$ cat config.mk
export PLATFORM = sky130hd
export DESIGN_NAME = flash_poll_status
export DESIGN_NICKNAME = d
export VERILOG_FILES = /design/src/rtl/fps_pkg.sv /design/src/rtl/fps_timer.sv /design/src/rtl/fps_op_hold.sv /design/src/rtl/fps_read_mux.sv /design/src/rtl/flash_poll_status.sv
export SDC_FILE = /design/constraint.sdc
export NUM_CORES = 1
export LEC_CHECK = 0
export BUFFER_PORTS_ARGS = -buffer_cell sky130_fd_sc_hd__buf_2
export CAP_MARGIN = 0
export CORE_MARGIN = 8
export CORE_UTILIZATION = 41
export DETAILED_ROUTE_END_ITERATION = 16
export PLACE_DENSITY = 0.78
export SLEW_MARGIN = 20
export SYNTH_ARGS = -nofsm -noshare
export SYNTH_HDL_FRONTEND = slang
export SYNTH_SLANG_ARGS = --single-unit
$ cat constraint.sdc
create_clock -name clk -period 2.7 [get_ports clk]
set_input_delay 0.135 -clock clk [delete_from_list [all_inputs] [get_ports clk]]
set_output_delay 0.135 -clock clk [all_outputs]
set_load 0.05 [all_outputs]
$ cat src/rtl/fps_pkg.sv
package fps_pkg;
   typedef enum logic [1:0] {
      OPK_PROG  = 2'b00,
      OPK_SECT  = 2'b01,
      OPK_CHIP  = 2'b10,
      OPK_RSVD  = 2'b11
   } opk_e;

   localparam int POLL_BIT   = 7;
   localparam int TOGGLE_BIT = 6;
endpackage

$ cat src/rtl/fps_timer.sv
module fps_timer
   import fps_pkg::*;
#(
   parameter int PROG_CYC = 6,
   parameter int SECT_CYC = 9,
   parameter int CHIP_CYC = 13,
   parameter int CNT_W    = 4
) (
   input  logic       clk,
   input  logic       rst_n,
   input  logic       accept,
   input  logic [1:0] kind,
   output logic       busy,
   output logic       done
);
   logic [CNT_W-1:0] remain_q;
   logic [CNT_W-1:0] dur_sel;

   always_comb begin
      case (kind)
         OPK_PROG: dur_sel = CNT_W'(PROG_CYC);
         OPK_SECT: dur_sel = CNT_W'(SECT_CYC);
         default:  dur_sel = CNT_W'(CHIP_CYC);
      endcase
   end

   always_ff @(posedge clk or negedge rst_n) begin
      if (!rst_n) begin
         busy     <= 1'b0;
         done     <= 1'b0;
         remain_q <= '0;
      end else begin
         done <= 1'b0;
         if (accept) begin
            busy     <= 1'b1;
            remain_q <= dur_sel - CNT_W'(1);
         end else if (busy) begin
            if (remain_q == '0) begin
               busy <= 1'b0;
               done <= 1'b1;
            end else begin
               remain_q <= remain_q - CNT_W'(1);
            end
         end
      end
   end
endmodule

$ cat src/rtl/fps_op_hold.sv
module fps_op_hold
   import fps_pkg::*;
#(
   parameter int DATA_W = 8
) (
   input  logic              clk,
   input  logic              rst_n,
   input  logic              accept,
   input  logic [1:0]        kind,
   input  logic [DATA_W-1:0] byte_in,
   output logic              is_prog,
   output logic              prog_msb
);
   always_ff @(posedge clk or negedge rst_n) begin
      if (!rst_n) begin
         is_prog  <= 1'b0;
         prog_msb <= 1'b0;
      end else if (accept) begin
         is_prog  <= (kind == OPK_PROG);
         prog_msb <= byte_in[POLL_BIT];
      end
   end
endmodule

$ cat src/rtl/fps_read_mux.sv
module fps_read_mux
   import fps_pkg::*;
#(
   parameter int DATA_W  = 8,
   parameter bit OUT_REG = 1'b1
) (
   input  logic              clk,
   input  logic              rst_n,
   input  logic              accept,
   input  logic              busy,
   input  logic              is_prog,
   input  logic              prog_msb,
   input  logic              rd_en,
   input  logic [DATA_W-1:0] arr_rdata,
   output logic [DATA_W-1:0] rd_data,
   output logic              rd_valid
);
   logic              tog_q;
   logic [DATA_W-1:0] status_w;
   logic [DATA_W-1:0] pick_w;

   always_ff @(posedge clk or negedge rst_n) begin
      if (!rst_n)
         tog_q <= 1'b1;
      else if (accept)
         tog_q <= 1'b1;
      else if (rd_en && busy)
         tog_q <= ~tog_q;
   end

   always_comb begin
      status_w             = '0;
      status_w[POLL_BIT]   = is_prog ? ~prog_msb : 1'b0;
      status_w[TOGGLE_BIT] = tog_q;
   end

   assign pick_w = busy ? status_w : arr_rdata;

   if (OUT_REG) begin : g_reg_out
      always_ff @(posedge clk or negedge rst_n) begin
         if (!rst_n) begin
            rd_data  <= '0;
            rd_valid <= 1'b0;
         end else begin
            rd_valid <= rd_en;
            if (rd_en)
               rd_data <= pick_w;
         end
      end
   end else begin : g_comb_out
      assign rd_data  = rd_en ? pick_w : '0;
      assign rd_valid = rd_en;
   end
endmodule

$ cat src/rtl/flash_poll_status.sv
module flash_poll_status
   import fps_pkg::*;
#(
   parameter int DATA_W   = 8,
   parameter int ADDR_W   = 16,
   parameter int PROG_CYC = 6,
   parameter int SECT_CYC = 9,
   parameter int CHIP_CYC = 13,
   parameter bit OUT_REG  = 1'b1
) (
   input  logic              clk,
   input  logic              rst_n,
   input  logic              op_start,
   input  logic [1:0]        op_kind,
   input  logic [DATA_W-1:0] op_byte,
   input  logic              rd_en,
   input  logic [ADDR_W-1:0] rd_addr,
   output logic [ADDR_W-1:0] arr_addr,
   input  logic [DATA_W-1:0] arr_rdata,
   output logic [DATA_W-1:0] rd_data,
   output logic              rd_valid,
   output logic              busy,
   output logic              done
);
   localparam int MAX_PE  = (PROG_CYC > SECT_CYC) ? PROG_CYC : SECT_CYC;
   localparam int MAX_CYC = (MAX_PE > CHIP_CYC) ? MAX_PE : CHIP_CYC;
   localparam int CNT_W   = $clog2(MAX_CYC + 1);

   if (DATA_W < 8) begin : g_bad_width
      $error("DATA_W must hold the polling and toggle bits");
   end
   if (PROG_CYC < 1 || SECT_CYC < 1 || CHIP_CYC < 1) begin : g_bad_len
      $error("operation lengths must be at least one cycle");
   end

   logic accept;
   logic is_prog;
   logic prog_msb;

   assign accept   = op_start && !busy && (op_kind != OPK_RSVD);
   assign arr_addr = rd_addr;

   fps_timer #(
      .PROG_CYC(PROG_CYC), .SECT_CYC(SECT_CYC),
      .CHIP_CYC(CHIP_CYC), .CNT_W(CNT_W)
   ) u_timer (
      .clk(clk), .rst_n(rst_n), .accept(accept), .kind(op_kind),
      .busy(busy), .done(done)
   );

   fps_op_hold #(.DATA_W(DATA_W)) u_hold (
      .clk(clk), .rst_n(rst_n), .accept(accept), .kind(op_kind),
      .byte_in(op_byte), .is_prog(is_prog), .prog_msb(prog_msb)
   );

   fps_read_mux #(.DATA_W(DATA_W), .OUT_REG(OUT_REG)) u_mux (
      .clk(clk), .rst_n(rst_n), .accept(accept), .busy(busy),
      .is_prog(is_prog), .prog_msb(prog_msb), .rd_en(rd_en),
      .arr_rdata(arr_rdata), .rd_data(rd_data), .rd_valid(rd_valid)
   );
endmodule

; ---- Word-level counts from Yosys, hierarchy flattened
; Index checks and enable logic that the tools add are counted.
[word_totals]
reg_bits = 18
latchBits = 0
ram_bits = 0
rom_bits = 0
input_bits = 38
output_inout_bits = 27
word_cells = 38
memories = 0
[op_classes]
addsub = 2
multipliers = 0
div = 0
magnitude_cmp = 0
n_eq_ne = 3
shift = 0
n_mux = 14
bitwise_logic = 2
reduce_logical = 9
[op_table]
columns = op, count
row1 = $mux 4, 3
row2 = $mux 1, 9
row3 = $mux 8, 1
row4 = $pmux 4 s2, 1
row5 = $sub 4x1->4 const B, 2
row6 = $logic_not 4->1, 1
row7 = $ne 2x2->1 const B, 2
row8 = $reduce_bool 2->1, 2
row9 = $logic_and 1x1->1, 3
row10 = $eq 2x1->1 const B, 1
row11 = $logic_not 2->1, 1
row12 = $not 1->1, 2
row13 = $reduce_and 2->1, 1
row14 = $logic_not 1->1, 1

; ---- Depth between registers and ports, before layout
; Gate-level depths: netlist of the first run.
[logic_depth]
word_depth = 5
depth_mapped = 7
depth_no_buf = 7

; ---- Modules after synthesis
; From an unflattened synthesis of the first run, not the netlist that was laid out.
[hier_totals]
cells_unflattened = 97
hier_area_um2 = 1046.0
[modules_own_cells]
columns = module, instances, cells_each, area_per_inst_um2, seq_area_each_um2
row1 = fps_read_mux, 1, 41, 491.7, 251.5
row2 = fps_timer, 1, 33, 341.6, 150.1
row3 = flash_poll_status, 1, 18, 136.4, 0.0
row4 = fps_op_hold, 1, 5, 76.3, 50.0

; ---- Worst setup path after synthesis of the first run
; Ideal clock, no wire load.
[synth_timing]
path_type = register to register
startpoint = reg u_timer.busy
endpoint = reg u_timer.remain_q[2]
arrival_ns = 2.088
slack_ns = 0.487
path_stages_with_launch = 7
path_buffers = 0
path_cell_list = dfrtp_1 or4b_2 o21ai_0 ha_1 nand4bb_1 a31oi_1 a2111oi_0
[synth_between]
elab_chain_cells = 5
elab_cells_between_ends = 7
classes_between = 1 x eq/ne / 1 x mux / 5 x reduce/logical
[synth_lines]
columns = element, line_no
row1 = from (decl), fps_timer.sv:13  ; output logic busy,
row2 = from (signal assigned), fps_timer.sv:29  ; busy <= 1'b0;
row3 = from (signal assigned), fps_timer.sv:35  ; busy <= 1'b1;
row4 = from (signal assigned), fps_timer.sv:39  ; busy <= 1'b0;
row5 = $logic_not 1->1, flash_poll_status.sv:40  ; assign accept = op_start && !busy && (op_kind != OPK_RSVD);
row6 = $logic_and 1x1->1 (2 in a row), flash_poll_status.sv:40
row7 = $ne 2x2->1 (no source line) or $reduce_bool 2->1 (tied branches), --
row8 = $reduce_and 2->1 (no source line), --
row9 = to (signal assigned), fps_timer.sv:36  ; remain_q <= dur_sel - CNT_W'(1);
row10 = to (signal assigned), fps_timer.sv:42  ; remain_q <= remain_q - CNT_W'(1);
row11 = to (decl), fps_timer.sv:16  ; logic [CNT_W-1:0] remain_q;
; Several ways; a longest one is shown, not always the timed one.
; A chain may end at the register's enable or synchronous reset.

; ---- Final worst setup path of the first run
; Ends and elaborated chain as after synthesis.

==> run metrics, run 1 <==
outcome=finished, final reports clean; Max-slew headroom=0.706; Root Driver=clkbuf_4; Clock Path Buffers=2; hold_buf cts=1; Worst Hold Launch=arr_rdata[2]; Tightest Pin Transition=~0.43 ns; Initial Utilization=0.417; pwr dens=1010 nW/µm²; Max Slew Vio Count=0; antenna violations before repair=0; synth unique cells=34; Ant. Diodes=0; VDD IR max=between 0.4 and 0.5 mV; Placer Congestion=roughly 0.9; cell area after synthesis=995 µm²; Yosys reg bits=18; yosys warns=0; DR pass1 iterations=4; Area Overhead vs Synth=7.42%; crit end category=flip-flop; CTS sink cnt=18; H-Tree Level Count=1; period utilization=0.777; MaxCap Viol Count=0; R2R setup slack=roughly 0.6 ns; core box area=around 2400 µm²; vias in the first global route=roughly 740; Setup TNS=0 ns; routed vias/inst=~5.3; number of CTS-inserted buffers=3; fin crit period=2.10 ns; remaining antenna violation count=0; DRC violations left=0; Total GRT Usage=0.102; Clock transition at path regs=about 0.1 ns; share of cells above drive strength 1=0.315; Leak Pwr=between 0.4 and 0.5 nW; Gate Count Post-Synth=99; first-pass GRT wire length=3570 µm; row count=18; CTS tree=yes; area of the multi-input gates=about 380 µm²; Iter 0 DRT Violations=24; final setup fails=0; GRT overflow=0; R2R cell count=6; Min-Delay Endpoint=u_mux.rd_data[2]; setup slack after layout=0.601 ns; crit-path max FO=3; Die W=65.3 µm; Max Freq=~480 MHz; syn_area_per_cell=10.0 µm²; Detailed Place HPWL=between 1500 and 2000 µm; Hold Path Depth=3; Die Y=roughly 65 µm; nets=151; PostCTS Resize Cnt=0; Hold Vio Cnt, Final=0; Post CTS Setup Buffer Count=0; sequential fraction of the synthesis area=0.454; largest net degree at the start of global routing=23; Worst EP arrival=2.26 ns; post-layout utilization of the core=0.448; overall routed net length=about 2200 µm; RSZ-0062 raised after global routing=false; reg2reg start=u_timer.busy; vias=approximately 740; Crit path required time=roughly 2.9 ns; min-delay worst type=in2reg; filler cell count=238; clock skew=0.000396 ns; CP startpoint kind=flip-flop; Min Hold Slack=~0.064 ns; crit path kind=reg2reg; Synthesized Nets=between 100 and 150; register area=452 µm²; Place WS=between 0.6 and 0.7 ns; Ports=between 60 and 70; Worst-Skew Late Latency=about 0.28 ns; wire per inst=about 15 µm; I/O Buffers=25; die area=around 4300 µm²; Critical R2R Capture=u_timer.remain_q[2]
[where the power goes]
part	switching, mW	leakage [nW]	total (mW)	internal (mW)
Combinational	0.308	0.249	0.498	0.190
Sequential	0.0773	0.223	0.445	0.367
Clock	0.0768	0.0150	0.134	0.0573
Total	0.462	0.488	1.08	0.615
[cell usage after synthesis (all sizes together)]
library cell | instances | area, µm²
a21oi | 5 | 25.0
clkbuf | 2 | 7.51
inv | 9 | 33.8
nor2b | 3 | 18.8
nand4bb | 1 | 11.3
nor2 | 2 | 7.51
a31oi | 1 | 6.26
a21o | 1 | 7.51
or4 | 1 | 11.3
o221ai | 1 | 8.76
nand2b | 1 | 6.26
nor3b | 1 | 7.51
or4b | 1 | 10.0
mux2 | 1 | 11.3
nor4 | 1 | 6.26
o21ai | 9 | 45.0
xnor2 | 2 | 17.5
nand2 | 4 | 15.0
o31ai | 1 | 7.51
buf | 17 | 125
a2111oi | 1 | 8.76
nand3b | 5 | 37.5
nor3 | 2 | 10.0
dfrtp | 17 | 425
and2 | 1 | 6.26
a21boi | 1 | 11.3
ha | 1 | 12.5
nor4b | 1 | 8.76
o21a | 1 | 7.51
dfstp | 1 | 26.3
o31a | 1 | 8.76
mux2i | 3 | 42.5
[worst max path at each step]
stage	cells after the start	to	slack (ns)	from
5_1_grt	6	u_timer.remain_q[2]	0.31	u_timer.busy
2_1_floorplan	6	u_timer.remain_q[2]	0.49	u_timer.busy
4_1_cts	6	u_timer.remain_q[2]	0.60	u_timer.busy
3_3_place_gp	6	u_timer.remain_q[2]	0.68	u_timer.busy
3_5_place_dp	6	u_timer.remain_q[2]	0.62	u_timer.busy
6_report	6	u_timer.remain_q[2]	0.60	u_timer.busy
[logic make-up (layout without fill, tap and decap cells)]
logic type | Yosys count | after routing | synth area share
buf+inv | 28 | 40 | 0.167
xor+xnor | 2 | 2 | 0.0176
compound gates | 22 | 22 | 0.137
mux | 4 | 4 | 0.0541
simple gates | 24 | 24 | 0.157
fa+ha+maj | 1 | 1 | 0.0126
flops | 18 | 18 | 0.454
[placed cells by master, fill, tap and decap left out, types with 2 or more instances in the layout]
master,count
nand2_1,4
inv_1,9
dfrtp_1,17
xnor2_1,2
nor3_1,2
nor2_1,2
o21ai_0,9
nand3b_1,5
a21oi_1,5
mux2i_1,2
buf_2,25
nor2b_1,3
clkbuf_4,3
[state kept, by name (all words and copies together), names as in the netlist]
name              flops
u_hold.prog_msb       1
u_timer.done          1
u_mux.tog_q           1
u_timer.remain_q      4
u_hold.is_prog        1
u_mux.rd_valid        1
u_mux.rd_data         8
u_timer.busy          1
[critical path: stages, from the launching register on]
cell and delay, ns:
dfrtp_1 0.38, or4b_2 0.68, o21ai_0 0.12, ha_1 0.24, nand4bb_1 0.15, a31oi_1 0.09, a2111oi_0 0.32
[cell type report]
cell class / instances / share of cell area
Clock buffer: 4 / 0.0246
Inverter: 9 / 0.0316
Multi-Input combinational cell: 53 / 0.352
Sequential cell: 18 / 0.423
Tap cell: 30 / 0.0351
Timing Repair Buffer: 27 / 0.133
[through the flow]
stage               cells  power, mW  instance area [µm²]
CTS                   141       1.09                 1070
detailed placement    136      0.951                 1030
global placement      136      0.925                 1030
global route          141       1.16                 1070
finish                141       1.08                 1070
floorplan              99      0.887                  995
[routing by layer]
metal	up-vias	global-route usage	routed length, µm
li1	349	-	-
met1	354	0.114	890
met2	34	0.161	950
met3	4	0.0527	302
met4	0	0.0409	12
met5	-	0	0
No activity file was read; power rests on OpenSTA's default activity.
==> inputs of run 2 (changes only) <==
==> constraint.sdc (replaced) <==
create_clock -name clk -period 2.2 [get_ports clk]
set_input_delay 0.11 -clock clk [delete_from_list [all_inputs] [get_ports clk]]
set_output_delay 0.11 -clock clk [all_outputs]
set_load 0.05 [all_outputs]
==> run metrics, run 2 (same netlist as run 1, synthesis figures left out) <==
R2R setup slack=0.20 ns (-0.40 ns); Critical R2R Capture=u_timer.remain_q[2]; Worst Hold Launch=arr_rdata[2]; overall routed net length=2150 µm (-0.14%); Iter 0 DRT Violations=49 (+100%); share of cells above drive strength 1=0.333 (+0.0180); clock skew=0.00205 ns (+0.00166 ns); pwr dens=1250 nW/µm² (+24%); Root Driver=clkbuf_4; Hold Path Depth=3 (unchanged); min-delay worst type=in2reg; period utilization=0.909 (+0.132); core box area=2390 µm² (unchanged); routed vias/inst=5.09 (-3.1%); crit end category=flip-flop; Worst-Skew Late Latency=0.29 ns (about the same); outcome=finished, final reports clean; Placer Congestion=0.869 (-3.7%); DP Area=1030 µm² (+0.12%); Min-Delay Endpoint=u_mux.rd_data[2]; Max-slew headroom=0.708 (+0.00186); Ports=65 (unchanged); Total GRT Usage=0.105 (+0.00314); post-route insts no fill=141 (unchanged); die area=4260 µm² (unchanged); Final Power=1.34 mW (+25%); antenna violations before repair=0 (unchanged); CP startpoint kind=flip-flop; first-pass GRT wire length=3640 µm (+2.1%); number of CTS-inserted buffers=3 (unchanged); Die W=65.3 µm (unchanged); Place WS=0.115 ns (-0.505 ns); DR pass1 iterations=4 (unchanged); Largest Register=u_mux.rd_data; commonest non-fill, non-tap cells in the layout=25 x buf_2, 16 x dfrtp_1, 9 x o21ai_0, 9 x inv_1; largest net degree at the start of global routing=23 (unchanged); Tightest Pin Transition=0.432 ns (-0.00275 ns); CP max stage cell=or4b_2; Die Y=65.3 µm (unchanged); reg2reg start=u_timer.busy; wire per inst=15.3 µm (-0.14%); Comb power frac=0.466 (+0.003); Clock transition at path regs=0.10 ns (about the same); I/O Buffers=25 (unchanged); remaining antenna violation count=0 (unchanged); crit path kind=reg2reg; Initial Utilization=0.417 (unchanged); VDD IR max=0.646 mV (+57%); top flop regs=u_mux.rd_data: 8 flops, u_timer.remain_q: 4 flops; Clk network pwr share=0.128 (+0.004); vias=718 (-3.1%); setup slack after layout=0.200 ns (-0.401 ns); Net Sw Power=0.578 mW (+25%); Area Overhead vs Synth=7.92%; Ant. Diodes=0 (unchanged); CTS tree=yes; row count=18 (unchanged); Finished Cell Area=1070 µm² (+0.47%); Detailed Place HPWL=1620 µm (-4.2%); dpl cells=136 (unchanged); crit-path max FO=3 (unchanged); vias in the first global route=749 (+0.81%); Crit path required time=2.38 ns (-0.49 ns); Worst EP arrival=2.18 ns (-0.08 ns); MaxCap Viol Count=0 (unchanged); post-layout utilization of the core=0.450 (+0.00210); nets=151 (unchanged); GRT overflow=0 (unchanged); Max Slew Vio Count=0 (unchanged); fin crit period=2.00 ns (-0.0985 ns); Sw Share=0.430 (+0.00105); Flop pwr share=0.405 (-0.008); crit-path cells=or4b_2, o21ai_0, ha_2, nand4bb_1, a31oi_1, a2111oi_1; Max Freq=500 MHz (+4.9%); Clock Path Buffers=2 (unchanged); H-Tree Level Count=1 (unchanged); Setup TNS=0 ns (unchanged); P_int=0.765 mW (+24%); Min Hold Slack=0.0228 ns (-0.0415 ns); max reg flops=8 (unchanged); CTS sink cnt=18 (unchanged); Leak Pwr=0.486 nW (-0.42%); R2R cell count=6 (unchanged); commonest non-fill, non-tap cell in the layout=buf_2; Hold Vio Cnt, Final=0 (unchanged); final setup fails=0 (unchanged); DRC violations left=0 (unchanged); Crit path largest cell delay=0.68 ns (about the same)
-- run 2: cell count changes in the layout (fill, tap and decap cells not counted) --
| cell | change |
|---|---|
| ha_2 | +1 |
| dfrtp_1 | -1 |
| a2111oi_0 | -1 |
| dfrtp_2 | +1 |
| ha_1 | -1 |
| a2111oi_1 | +1 |
-- run 2: cell type report --
| class | count | area [µm²] |
|---|---|---|
| clock buffer | 4 | 26.3 |
| fill | 253 | 1310 |
| inverter | 9 | 33.8 |
| multi-input combinational | 53 | 380 |
| sequential | 18 | 453 |
| tap | 30 | 37.5 |
| timing repair buffer | 27 | 143 |
-- run 2: worst max path at each step --
stage                       startpoint                   to  slack (ns)
after floorplan           u_timer.busy  u_timer.remain_q[2]        0.08
after global placement    u_timer.busy  u_timer.remain_q[2]        0.16
after detailed placement  u_timer.busy  u_timer.remain_q[2]        0.11
after CTS                 u_timer.busy  u_timer.remain_q[2]        0.09
after global routing      u_timer.busy  u_timer.remain_q[2]      -0.005
final                     u_timer.busy  u_timer.remain_q[2]        0.20
-- run 2: repair_timing --
action	CTS	global route
setup endpoints to repair	0	1
gates resized for setup	0	2
setup buffers	0	0
endpoints found under the hold margin	17	0
hold buffers	1	0
-- run 2: layer usage --
| metal | global-route usage | vias to the layer above | share of wire |
|---|---|---|---|
| li1 | - | 348 | - |
| met3 | 0.0493 | 2 | 0.14 |
| met5 | 0 | - | 0 |
| met1 | 0.114 | 335 | 0.42 |
| met4 | 0.0490 | 0 | 0.0046 |
| met2 | 0.171 | 33 | 0.44 |
-- run 2: power by group through the flow --
stage          clock [mW]  combinational, mW  sequential, mW
2_1_floorplan           0              0.382           0.708
3_3_place_gp            0              0.600           0.540
3_5_place_dp            0              0.619           0.551
4_1_cts             0.178              0.624           0.544
5_1_grt             0.201              0.684           0.560
6_report            0.172              0.626           0.544
-- run 2: worst max-delay path, delay by kind of cell, from the launching register on --
family	cells	cell delay [ns]
adder cells (fa/ha/maj)	1	0.23
AO/OA/AOI/OAI	3	0.45
flip-flops	1	0.41
AND/OR/NAND/NOR	2	0.81
==> inputs of run 3 (changes only) <==
--- a/config.mk
+++ b/config.mk
@@ -8,9 +8,9 @@
 export BUFFER_PORTS_ARGS = -buffer_cell sky130_fd_sc_hd__buf_2
 export CAP_MARGIN = 0
 export CORE_MARGIN = 8
-export CORE_UTILIZATION = 41
+export CORE_UTILIZATION = 44
 export DETAILED_ROUTE_END_ITERATION = 16
-export PLACE_DENSITY = 0.78
+export PLACE_DENSITY = 0.83
 export SLEW_MARGIN = 20
 export SYNTH_ARGS = -nofsm -noshare
 export SYNTH_HDL_FRONTEND = slang
==> constraint.sdc (replaced) <==
create_clock -name clk -period 2.53 [get_ports clk]
set_input_delay 0.1265 -clock clk [delete_from_list [all_inputs] [get_ports clk]]
set_output_delay 0.1265 -clock clk [all_outputs]
set_load 0.05 [all_outputs]
==> run metrics, run 3 (same netlist as run 1, synthesis figures left out) <==
share of cells above drive strength 1=0.324 (-0.00901); I/O Buffers=25 (unchanged); Comb power frac=0.451 (-0.015); Setup crit end=u_timer.remain_q[2]; number of CTS-inserted buffers=3 (unchanged); Die W=63.5 µm (-2.6%); Crit path required time=2.70 ns (+0.32 ns); Largest Register=u_mux.rd_data; remaining antenna violation count=0 (unchanged); dpl cells=134 (-1.5%); VDD IR max=0.640 mV (-0.87%); CP max stage cell=or4b_2; post-route insts no fill=139 (-1.4%); Hold Vio Cnt, Final=0 (unchanged); cell family with most CP delay=simple AND/OR/NAND/NOR gates; Sw Share=0.416 (-0.0144); Area Overhead vs Synth=8.18%; pwr dens=1090 nW/µm² (-13%); crit end category=flip-flop; CTS tree=yes; final setup fails=0 (unchanged); Max Freq=472 MHz (-5.6%); PostCTS Resize Cnt=0 (unchanged); Iter 0 DRT Violations=32 (-35%); Root Driver=clkbuf_4; Die Y=63.5 µm (-2.6%); DRC violations left=0 (unchanged); row count=17 (-1); first-pass GRT wire length=3240 µm (-11%); DR pass1 iterations=4 (unchanged); overall routed net length=1900 µm (-12%); crit path launch=u_timer.busy; RSZ-0062 raised after global routing=false; crit path kind=reg2reg; reg2reg start=u_timer.busy; Worst-Skew Late Latency=0.29 ns (about the same); Critical R2R Capture=u_timer.remain_q[2]; nets=151 (unchanged); Net Sw Power=0.486 mW (-16%); Crit path largest cell delay=0.68 ns (about the same); crit-path max FO=3 (unchanged); Ports=65 (unchanged); CP startpoint kind=flip-flop; Max Slew Vio Count=0 (unchanged); largest net degree at the start of global routing=23 (unchanged); Worst EP arrival=2.29 ns (+0.11 ns); Clock Path Buffers=2 (unchanged); outcome=finished, final reports clean; Max-slew headroom=0.727 (+0.0188); crit-path cells=or4b_2, o21ai_0, ha_1, nand4bb_1, a31oi_1, a2111oi_0; core box area=2170 µm² (-9.1%); Detailed Place HPWL=1400 µm (-13%); wire per inst=13.7 µm (-10%); Setup TNS=0 ns (unchanged); Leak Pwr=0.494 nW (+1.7%); Total GRT Usage=0.0951 (-0.0101); Ant. Diodes=0 (unchanged); top flop regs=u_mux.rd_data: 8 flops, u_timer.remain_q: 4 flops; R2R setup slack=0.41 ns (+0.21 ns); CTS sink cnt=18 (unchanged); Clock transition at path regs=0.10 ns (about the same); Crit. path cell count=6 (unchanged); max reg flops=8 (unchanged); MaxCap Viol Count=0 (unchanged); vias in the first global route=729 (-2.7%); commonest non-fill, non-tap cells in the layout=25 x buf_2, 17 x dfrtp_1, 9 x o21ai_0, 9 x inv_1; Flop pwr share=0.400 (-0.005); GRT overflow=0 (unchanged); R2R cell count=6 (unchanged); clock skew=0.00276 ns (+0.000709 ns); vias=711 (-0.97%); fin crit period=2.12 ns (+0.119 ns); min-delay worst type=in2reg; H-Tree Level Count=1 (unchanged); Worst Path Buf+Inv=0 (unchanged); die area=4040 µm² (-5.2%); Placer Congestion=0.834 (-4.1%); Clk network pwr share=0.148 (+0.020); commonest non-fill, non-tap cell in the layout=buf_2; Tightest Pin Transition=0.404 ns (-0.0278 ns); antenna violations before repair=0 (unchanged); P_int=0.683 mW (-11%); Initial Utilization=0.458 (+0.0418); routed vias/inst=5.12 (+0.45%); period utilization=0.838 (-0.0714)
## run 3: cell counts in the layout (fill, tap and decap cells not counted)
Identical to the previous run, type by type.
## run 3: power groups by stage
| stage | Combinational, mW | Clock [mW] | Sequential, mW |
|---|---|---|---|
| 2_1_floorplan | 0.332 | 0 | 0.615 |
| 3_3_place_gp | 0.520 | 0 | 0.468 |
| 3_5_place_dp | 0.530 | 0 | 0.472 |
| 4_1_cts | 0.535 | 0.181 | 0.467 |
| 5_1_grt | 0.578 | 0.193 | 0.483 |
| 6_report | 0.528 | 0.174 | 0.468 |
## run 3: layout make-up
class | count | area, µm²
clock buffers | 4 | 36.3
repair buffers | 27 | 143
multi-input cells | 53 | 377
well taps | 28 | 35.0
fillers | 205 | 1090
inverters | 9 | 33.8
flip-flops and latches | 18 | 452
## run 3: worst min-delay path: cells and delay by family
kind	cells	cell delay [ns]
AO/OA/AOI/OAI	1	0.06
AND/OR/NAND/NOR	1	0.03
buffers and inverters	1	0.08
## run 3: how the worst min path moves through the flow
stage,start,end,slack (ns),cells past startpoint
2_1_floorplan,rst_n,u_hold.is_prog,-0.17,0
3_3_place_gp,rst_n,u_mux.rd_data[5],0.07,1
3_5_place_dp,rst_n,u_mux.rd_data[5],0.08,1
4_1_cts,arr_rdata[2],u_mux.rd_data[2],0.04,3
5_1_grt,op_byte[7],u_hold.prog_msb,0.05,2
6_report,arr_rdata[1],u_mux.rd_data[1],0.05,3
## run 3: per-layer routing
| layer | global-route usage | vias up | wire [µm] |
|---|---|---|---|
| met5 | 0 | - | 0 |
| li1 | - | 349 | - |
| met3 | 0.0689 | 8 | 243 |
| met4 | 0.0223 | 0 | 27 |
| met1 | 0.106 | 322 | 877 |
| met2 | 0.142 | 32 | 751 |
## run 3: metrics by stage
stage | utilization | power, mW | hold WS, ns | cell area [µm²] | setup WS, ns
after floorplan | - | 0.946 | -0.169 | 995 | 0.317
after detailed placement | 0.475 | 1.00 | 0.0781 | 1030 | 0.412
after CTS | 0.496 | 1.18 | 0.0385 | 1080 | 0.391
after global routing | 0.496 | 1.25 | 0.0517 | 1080 | 0.248
final | 0.496 | 1.17 | 0.0460 | 1080 | 0.411
after global placement | 0.475 | 0.988 | 0.0679 | 1030 | 0.521
## run 3: repair_timing
item	CTS	global route
hold buffers	1	0
buffers inserted	0	0
endpoints found under the hold margin	17	0
